<file path="src/rtl/rd_level_trainer.sv">
module rd_level_trainer #(
  parameter int LANES     = 2,
  parameter int TAP_W     = 4,
  parameter int GAP_W     = 8,
  parameter int DEF_TAP   = 8,
  parameter int BURST     = 8,
  parameter int LANE_BITS = 8
) (
  input  logic                     clk,
  input  logic                     rst_n,
  input  logic                     start,
  input  logic [GAP_W-1:0]         gap_cycles,
  output logic                     cmd_mrw,
  output logic                     cmd_mpr,
  output logic                     cmd_rd,
  input  logic                     cap_valid,
  input  logic [LANES*BURST*LANE_BITS-1:0] cap_data,
  output logic [LANES*TAP_W-1:0]   tap_out,
  output logic                     done,
  output logic [LANES-1:0]         lane_err
);
  localparam int SLICE = BURST * LANE_BITS;
  localparam logic [TAP_W-1:0] TAP_MAX = '1;
  localparam logic [TAP_W-1:0] TAP_DEF = TAP_W'(DEF_TAP);

  typedef enum logic [2:0] {S_IDLE, S_MRW_ON, S_GAP, S_READ, S_WAIT, S_MRW_OFF, S_DONE} st_t;

  st_t              st;
  logic [TAP_W-1:0] tap;
  logic [GAP_W-1:0] cnt;
  logic [SLICE-1:0] golden;

  wire at_rest  = (st == S_IDLE) || (st == S_DONE);
  wire launch   = at_rest && start;
  wire eval     = (st == S_WAIT) && cap_valid;

  assign cmd_mrw = (st == S_MRW_ON) || (st == S_MRW_OFF);
  assign cmd_mpr = (st == S_MRW_ON);
  assign cmd_rd  = (st == S_READ);
  assign done    = (st == S_DONE);

  for (genvar b = 0; b < BURST; b++) begin : g_gold
    assign golden[b*LANE_BITS +: LANE_BITS] = (b % 2 == 1) ? '1 : '0;
  end

  always_ff @(posedge clk or negedge rst_n) begin
    if (!rst_n) begin
      st  <= S_IDLE;
      tap <= '0;
      cnt <= '0;
    end else begin
      case (st)
        S_IDLE, S_DONE: if (start) begin
          st  <= S_MRW_ON;
          tap <= '0;
        end
        S_MRW_ON: begin
          cnt <= gap_cycles;
          st  <= S_GAP;
        end
        S_GAP: if (cnt == '0) st <= S_READ;
               else cnt <= cnt - 1'b1;
        S_READ: st <= S_WAIT;
        S_WAIT: if (cap_valid) begin
          if (tap == TAP_MAX) st <= S_MRW_OFF;
          else begin
            tap <= tap + 1'b1;
            cnt <= gap_cycles;
            st  <= S_GAP;
          end
        end
        S_MRW_OFF: st <= S_DONE;
        default:   st <= S_IDLE;
      endcase
    end
  end

  for (genvar l = 0; l < LANES; l++) begin : g_lane
    logic [TAP_W-1:0] first_q, last_q, fin_q;
    logic             found_q, closed_q, err_q;
    wire              pass = (cap_data[l*SLICE +: SLICE] == golden);
    wire  [TAP_W:0]   sum  = {1'b0, first_q} + {1'b0, last_q};

    always_ff @(posedge clk or negedge rst_n) begin
      if (!rst_n) begin
        first_q  <= '0;
        last_q   <= '0;
        found_q  <= 1'b0;
        closed_q <= 1'b0;
        fin_q    <= TAP_DEF;
        err_q    <= 1'b0;
      end else if (launch) begin
        found_q  <= 1'b0;
        closed_q <= 1'b0;
      end else if (eval) begin
        if (pass) begin
          if (!found_q) begin
            first_q <= tap;
            last_q  <= tap;
            found_q <= 1'b1;
          end else if (!closed_q) begin
            last_q <= tap;
          end
        end else if (found_q) begin
          closed_q <= 1'b1;
        end
      end else if (st == S_MRW_OFF) begin
        err_q <= !found_q;
        fin_q <= found_q ? sum[TAP_W:1] : TAP_DEF;
      end
    end

    assign tap_out[l*TAP_W +: TAP_W] = at_rest ? fin_q : tap;
    assign lane_err[l] = err_q;
  end
endmodule

</file>
<file path="config.mk">
export PLATFORM = sky130hd
export DESIGN_NAME = rd_level_trainer
export DESIGN_NICKNAME = d
export VERILOG_FILES = /design/src/rtl/rd_level_trainer.sv
export SDC_FILE = /design/constraint.sdc
export NUM_CORES = 1
export LEC_CHECK = 0
export BUFFER_PORTS_ARGS = -buffer_cell sky130_fd_sc_hd__buf_2
export CORE_MARGIN = 10
export CORE_UTILIZATION = 30
export DETAILED_ROUTE_END_ITERATION = 12
export MAX_ROUTING_LAYER = met4
export PLACE_DENSITY_LB_ADDON = 0.12
export SYNTH_ARGS = -nofsm -noshare
export SYNTH_HDL_FRONTEND = slang
export SYNTH_SLANG_ARGS = --single-unit
</file>
<file path="constraint.sdc">
create_clock -name clk -period 2.88 [get_ports clk]
set_clock_uncertainty 0.1 [all_clocks]
set_input_delay 0.576 -clock clk [delete_from_list [all_inputs] [get_ports clk]]
set_output_delay 0.576 -clock clk [all_outputs]
set_load 0.01 [all_outputs]
</file>
Word-level counts from Yosys, hierarchy flattened:

Index checks and enable logic that the tools add are counted.

* reductions and logical operators: 28
* add/subtract/negate cells: 4
* bitwise gates (word level): 4
* multiplexer cells: 35
* eq/ne operators: 18

Operators by type and width (number)
* 64-bit == test (second input constant): 2
* 4-bit 2-to-1 mux: 11
* 8-bit 2-to-1 mux: 3
* 8-bit one-hot mux with 3 select lines: 1
* 4-bit AND reduction: 6
* 2-bit != test (second input constant): 9
* 3-bit one-hot mux with 6 select lines: 1
* 1-bit 2-to-1 mux: 14
* 3-bit 2-to-1 mux: 4
* 3-bit AND reduction: 4
* 2-bit nonzero test: 6
* 4-bit by 4-bit adder with 5-bit output: 2
* 3-bit == test (second input constant): 3
* 8-bit zero test: 1
* 4-bit one-hot mux with 2 select lines: 1
* 8-bit by 1-bit subtractor with 8-bit output (second input constant): 1
* 3-bit by 2-bit == test with 1-bit output (second input constant): 2
* 4-bit by 1-bit adder with 4-bit output (second input constant): 1
* 4-bit == test (second input constant): 1
* 1-bit NOT: 4
* 2-bit AND reduction: 2
* 3-bit by 1-bit == test with 1-bit output (second input constant): 1
* 3-bit zero test: 1
* 3-bit nonzero test: 1
* other kinds (4): 7

* word-level logic and storage cells: 104
* register bits after elaboration: 45

Logic depth before layout (Yosys ltp):

* depth after elaboration: 5
* mapped depth: 7

Least setup slack after synthesis:

No wires, ideal clock.

* path type: input-to-reg
* from: in cap_data[82]
* to: reg g_lane[1].first_q[0]
* path slack: 0.655 ns
* cell stages on the path: 5
* setup time: 0.125 ns
* data arrival time: 1.999 ns
* path through: nor4_1 nand4_1 nor4_2 and4b_4 mux2_4

* word-level cells in the longest chain between the ends: 2

RTL lines
* from (decl): line 17 `input logic [LANES*BURST*LANE_BITS-1:0] cap_data,`
* 64-bit == test: line 81 `wire pass = (cap_data[l*SLICE +: SLICE] == golden);`
* 4-bit AND reduction (no line)
* to (signal assigned): line 98 `first_q <= tap;`
* to (decl): line 79 `logic [TAP_W-1:0] first_q, last_q, fin_q;`

Every way passes these cells.
A chain may end at the register's enable or synchronous reset.

Worst setup path in the final report:

* from: reg st[1]
* to: out tap_out[0]

* word-level cells in the longest chain between the ends: 3
* elaborated cells on any way between the ends: 4
* those cells by class: 1 x eq/ne; 1 x mux; 2 x reduce/logical

RTL lines
* from (decl): line 28 `st_t st;`
* from (signal assigned): line 48 `st <= S_IDLE;`
* from (signal assigned): line 54 `st <= S_MRW_ON;`
* from (signal assigned): line 59 `st <= S_GAP;`
* 3-bit == test or 3-bit zero test (tied branches): line 33 `wire at_rest = (st == S_IDLE) || (st == S_DONE);`
* 1-bit logical OR *: line 33
* 4-bit 2-to-1 mux *: line 113 `assign tap_out[l*TAP_W +: TAP_W] = at_rest ? fin_q : tap;`
* to (decl): line 18 `output logic [LANES*TAP_W-1:0] tap_out,`

Mark *: on every way between the ends. The rest lies on a longest branch, timed or not.

==> metrics.txt <==
# TYPE chip_impl_metric gauge
chip_impl_metric{name="number_of_antenna_violations_at_the_first_check_in_global_routing",unit=""} 0
chip_impl_metric{name="core_region_area",unit="µm²"} 9240
chip_impl_metric{name="row_count",unit=""} 35
chip_impl_metric{name="ioPinCount",unit=""} 154
chip_impl_metric{name="final_area",unit="µm²"} 3880
chip_impl_metric{name="insertedDiodeCount",unit=""} 0
chip_impl_metric{name="placed_wire_length_estimate",unit="µm"} 7540
chip_impl_metric{name="cts_post_setup_buffers_inserted",unit=""} 0
chip_impl_metric{name="timing.setup.tns",unit="ps"} 0
chip_impl_metric{name="ys_seq_elements",unit=""} 45
chip_impl_metric{name="r2r.worst_path.cells",unit=""} 5
chip_impl_metric{name="period_minus_ws_final",unit="ps"} 2630
chip_impl_metric{name="crit_arrival",unit="ps"} 1960
chip_impl_info{name="timing.critical_path.to_type",value="output port"} 1
chip_impl_metric{name="max_freq",unit="MHz"} 380
chip_impl_metric{name="die_w",unit="µm"} 117
chip_impl_metric{name="timing.reg2reg.setup_slack",unit="ps"} 520
chip_impl_metric{name="drt_wirelength",unit="µm"} 9080
chip_impl_metric{name="setup_viol",unit=""} 0
chip_impl_metric{name="maxCapViolations",unit=""} 0
chip_impl_metric{name="post_synth.cell_area_avg",unit="µm²"} 9.69
chip_impl_metric{name="share_of_cells_above_drive_strength_1",unit="%"} 45.5
chip_impl_metric{name="synthToLayoutAreaGrowth",unit="%"} 36.2
chip_impl_metric{name="cts_hold_repair.buffers",unit=""} 0
chip_impl_metric{name="ctsLongestPathBuffers",unit=""} 2
chip_impl_metric{name="worstPathRequired",unit="ps"} 2200
chip_impl_metric{name="vdd_ir_drop_max",unit="µV"} 263
chip_impl_metric{name="die_height",unit="µm"} 117
chip_impl_metric{name="overflow",unit=""} 0
chip_impl_metric{name="drt-initial-drc-count",unit=""} 81
chip_impl_metric{name="worst_pin_slew",unit="ps"} 625
chip_impl_metric{name="worst_max_slew_margin_expressed_relative_to_the_limit",unit="%"} 58.2
chip_impl_metric{name="power_per_cell_area",unit="nW/µm²"} 644
chip_impl_metric{name="gr-usage-all-layers",unit="%"} 13.2
chip_impl_metric{name="async_flop_share",unit="%"} 100
chip_impl_metric{name="yosysWarnings",unit=""} 0
chip_impl_metric{name="start_util",unit="%"} 30.8
chip_impl_metric{name="yosys.cell_types.count",unit=""} 51
chip_impl_metric{name="layout_worst_path_cycle_share",unit="%"} 91.5
chip_impl_metric{name="drtAntennaViolNets",unit=""} 0
chip_impl_info{name="crit-reg2reg-launch",value="cnt[3]"} 1
chip_impl_metric{name="place_area",unit="µm²"} 3740
chip_impl_metric{name="timing.final.hold_violations",unit=""} 0
chip_impl_metric{name="synth-seq-area-share",unit="%"} 39.6
chip_impl_metric{name="timing_max_transition_violations_final",unit=""} 0
chip_impl_metric{name="fin_nets",unit=""} 596
chip_impl_info{name="cts-root-buf",value="sky130_fd_sc_hd__clkbuf_8"} 1
chip_impl_metric{name="die_area",unit="µm²"} 13800
chip_impl_info{name="cp-start-kind",value="register"} 1
chip_impl_metric{name="grt_start_max_net_pins",unit=""} 21
chip_impl_info{name="path_class",value="register to output port"} 1
chip_impl_metric{name="fin_hold_ws",unit="ps"} 91.4
chip_impl_metric{name="syn-cell-area",unit="µm²"} 2850
chip_impl_info{name="final_cell_mix",value="sky130_fd_sc_hd__buf_2, sky130_fd_sc_hd__dfrtp_1, sky130_fd_sc_hd__nand2_1, sky130_fd_sc_hd__o21ai_0"} 1
chip_impl_info{name="rr_endpoint",value="cnt[0]"} 1
chip_impl_metric{name="cts.repair.resized",unit=""} 0
chip_impl_metric{name="remaining_drc_errors",unit=""} 0
chip_impl_info{name="layout_commonest_cell",value="sky130_fd_sc_hd__buf_2"} 1
chip_impl_metric{name="gp_congestion",unit=""} 0.797
chip_impl_metric{name="routed-via-count",unit=""} 2817
chip_impl_metric{name="power",unit="mW"} 2.50
chip_impl_metric{name="power.static_leakage",unit="nW"} 1.95
chip_impl_metric{name="number_of_enable_flip_flop_cells_after_synthesis",unit=""} 0
chip_impl_info{name="status",value="finished, final reports clean"} 1
chip_impl_metric{name="io_buffers",unit=""} 153
chip_impl_metric{name="worstSkewPairLatency",unit="ps"} 300
chip_impl_metric{name="wire_length_of_the_first_global_routing_pass",unit="µm"} 15000
chip_impl_metric{name="clkSlewWorstSetupHoldPaths",unit="ps"} 90
chip_impl_metric{name="syn-instance-count",unit=""} 294
chip_impl_info{name="tritoncts",value="yes"} 1
chip_impl_metric{name="crit_fanout",unit=""} 15
chip_impl_metric{name="routed_wire_length_per_instance",unit="µm"} 15.8
chip_impl_metric{name="cts_max_level",unit=""} 2
chip_impl_info{name="hold_path.class",value="input port to asynchronous set/reset pin"} 1
chip_impl_metric{name="final_util",unit="%"} 42.0
chip_impl_metric{name="first_global_vias",unit=""} 3086
chip_impl_metric{name="tritoncts.num_buffers",unit=""} 5
chip_impl_metric{name="drt-vias-per-instance",unit=""} 4.90
chip_impl_info{name="ys.flop_type",value="sky130_fd_sc_hd__dfrtp_1"} 1
chip_impl_metric{name="sink_count",unit=""} 45
chip_impl_info{name="grt_setup_unrepaired",value="no"} 1
chip_impl_metric{name="iteration_count_of_the_initial_detailed_routing_pass",unit=""} 4
chip_impl_metric{name="postSynthNetCount",unit=""} 445
[registers in the layout, indices dropped and copies added, names as in the netlist]
| signal | flops |
|---|---|
| g_lane.closed_q | 2 |
| cnt | 8 |
| g_lane.fin_q | 8 |
| tap | 4 |
| g_lane.err_q | 2 |
| g_lane.last_q | 8 |
| g_lane.first_q | 8 |
| st | 3 |
| g_lane.found_q | 2 |
[report_power, final]
part           switching [mW]  total [mW]  internal, mW  leakage [nW]
sequential              0.148       0.905         0.757         0.600
clock                   0.222       0.567         0.345        0.0681
combinational           0.589        1.02         0.435          1.28
total                   0.959        2.50          1.54          1.95
[Yosys cell counts, types with 3 or more instances]
cell type | n | area share, %
sky130_fd_sc_hd__nand3_1 | 4 | 0.70
sky130_fd_sc_hd__a21oi_1 | 20 | 3.5
sky130_fd_sc_hd__mux2_2 | 20 | 7.9
sky130_fd_sc_hd__a21o_1 | 3 | 0.79
sky130_fd_sc_hd__xor2_1 | 5 | 1.5
sky130_fd_sc_hd__nand2_1 | 30 | 4.0
sky130_fd_sc_hd__clkbuf_1 | 8 | 1.1
sky130_fd_sc_hd__inv_1 | 7 | 0.92
sky130_fd_sc_hd__mux2_4 | 4 | 2.1
sky130_fd_sc_hd__nand4_1 | 13 | 2.9
sky130_fd_sc_hd__dfrtp_1 | 43 | 38
sky130_fd_sc_hd__nor2_1 | 19 | 2.5
sky130_fd_sc_hd__buf_2 | 4 | 0.70
sky130_fd_sc_hd__and2_1 | 4 | 0.88
sky130_fd_sc_hd__nor4_1 | 11 | 2.4
sky130_fd_sc_hd__ha_1 | 9 | 4.0
sky130_fd_sc_hd__o21ai_0 | 22 | 3.9
sky130_fd_sc_hd__nor4b_1 | 8 | 2.5
sky130_fd_sc_hd__nand2b_1 | 7 | 1.5
sky130_fd_sc_hd__nor3_1 | 5 | 0.88
sky130_fd_sc_hd__and4b_1 | 5 | 1.8
[critical path, stage by stage (launching register included)]
cell and delay [ps]:
sky130_fd_sc_hd__dfrtp_1 570, sky130_fd_sc_hd__xor2_1 240, sky130_fd_sc_hd__nor2_1 110, sky130_fd_sc_hd__buf_4 230
sky130_fd_sc_hd__mux2_2 370, sky130_fd_sc_hd__buf_2 150
[per-stage QoR]
| stage | setup WS [ps] | std cells |
|---|---|---|
| CTS | 246 | 575 |
| floorplan | 655 | 294 |
| detailed placement | 326 | 567 |
| global route | 153 | 575 |
| finish | 246 | 575 |
| global placement | 378 | 567 |
[worst max path at each step]
stage	start	endpoint	slack (ps)	depth (start not counted)
floorplan	cap_data[82]	g_lane[1].first_q[0]	660	5
global placement	cap_data[0]	g_lane[0].first_q[2]	380	6
detailed placement	cap_data[81]	g_lane[1].first_q[2]	330	6
CTS	st[1]	tap_out[0]	250	5
global route	st[1]	tap_out[0]	150	5
finish	st[1]	tap_out[0]	250	5
[layer usage]
metal	vias to the layer above	part of all wire (%)	track usage (%)
met4	0	0.77	2.58
met2	121	46	21.6
met5	-	0	-
met3	6	6.2	3.50
li1	1388	-	-
met1	1302	47	16.1
[final cells by class]
class                           count  area [µm²]
Inverter                            7        26.3
Sequential cell                    45        1130
Clock buffer                        5        68.8
Fill cell                         922        5360
Clock inverter                      3        65.1
Multi-Input combinational cell    227        1620
Timing Repair Buffer              159         811
Tap cell                          129         161
[kinds of logic after synthesis]
logic type	after synthesis	synth area share [%]
AO/OA/AOI/OAI	60	13.0
multiplexers	24	10.0
AND/OR/NAND/NOR	125	26.2
adder cells (fa/ha/maj)	11	5.36
XOR/XNOR	7	2.15
buffers and inverters	22	3.60
flip-flops	45	39.6
No activity file was read; power rests on OpenSTA's default activity.
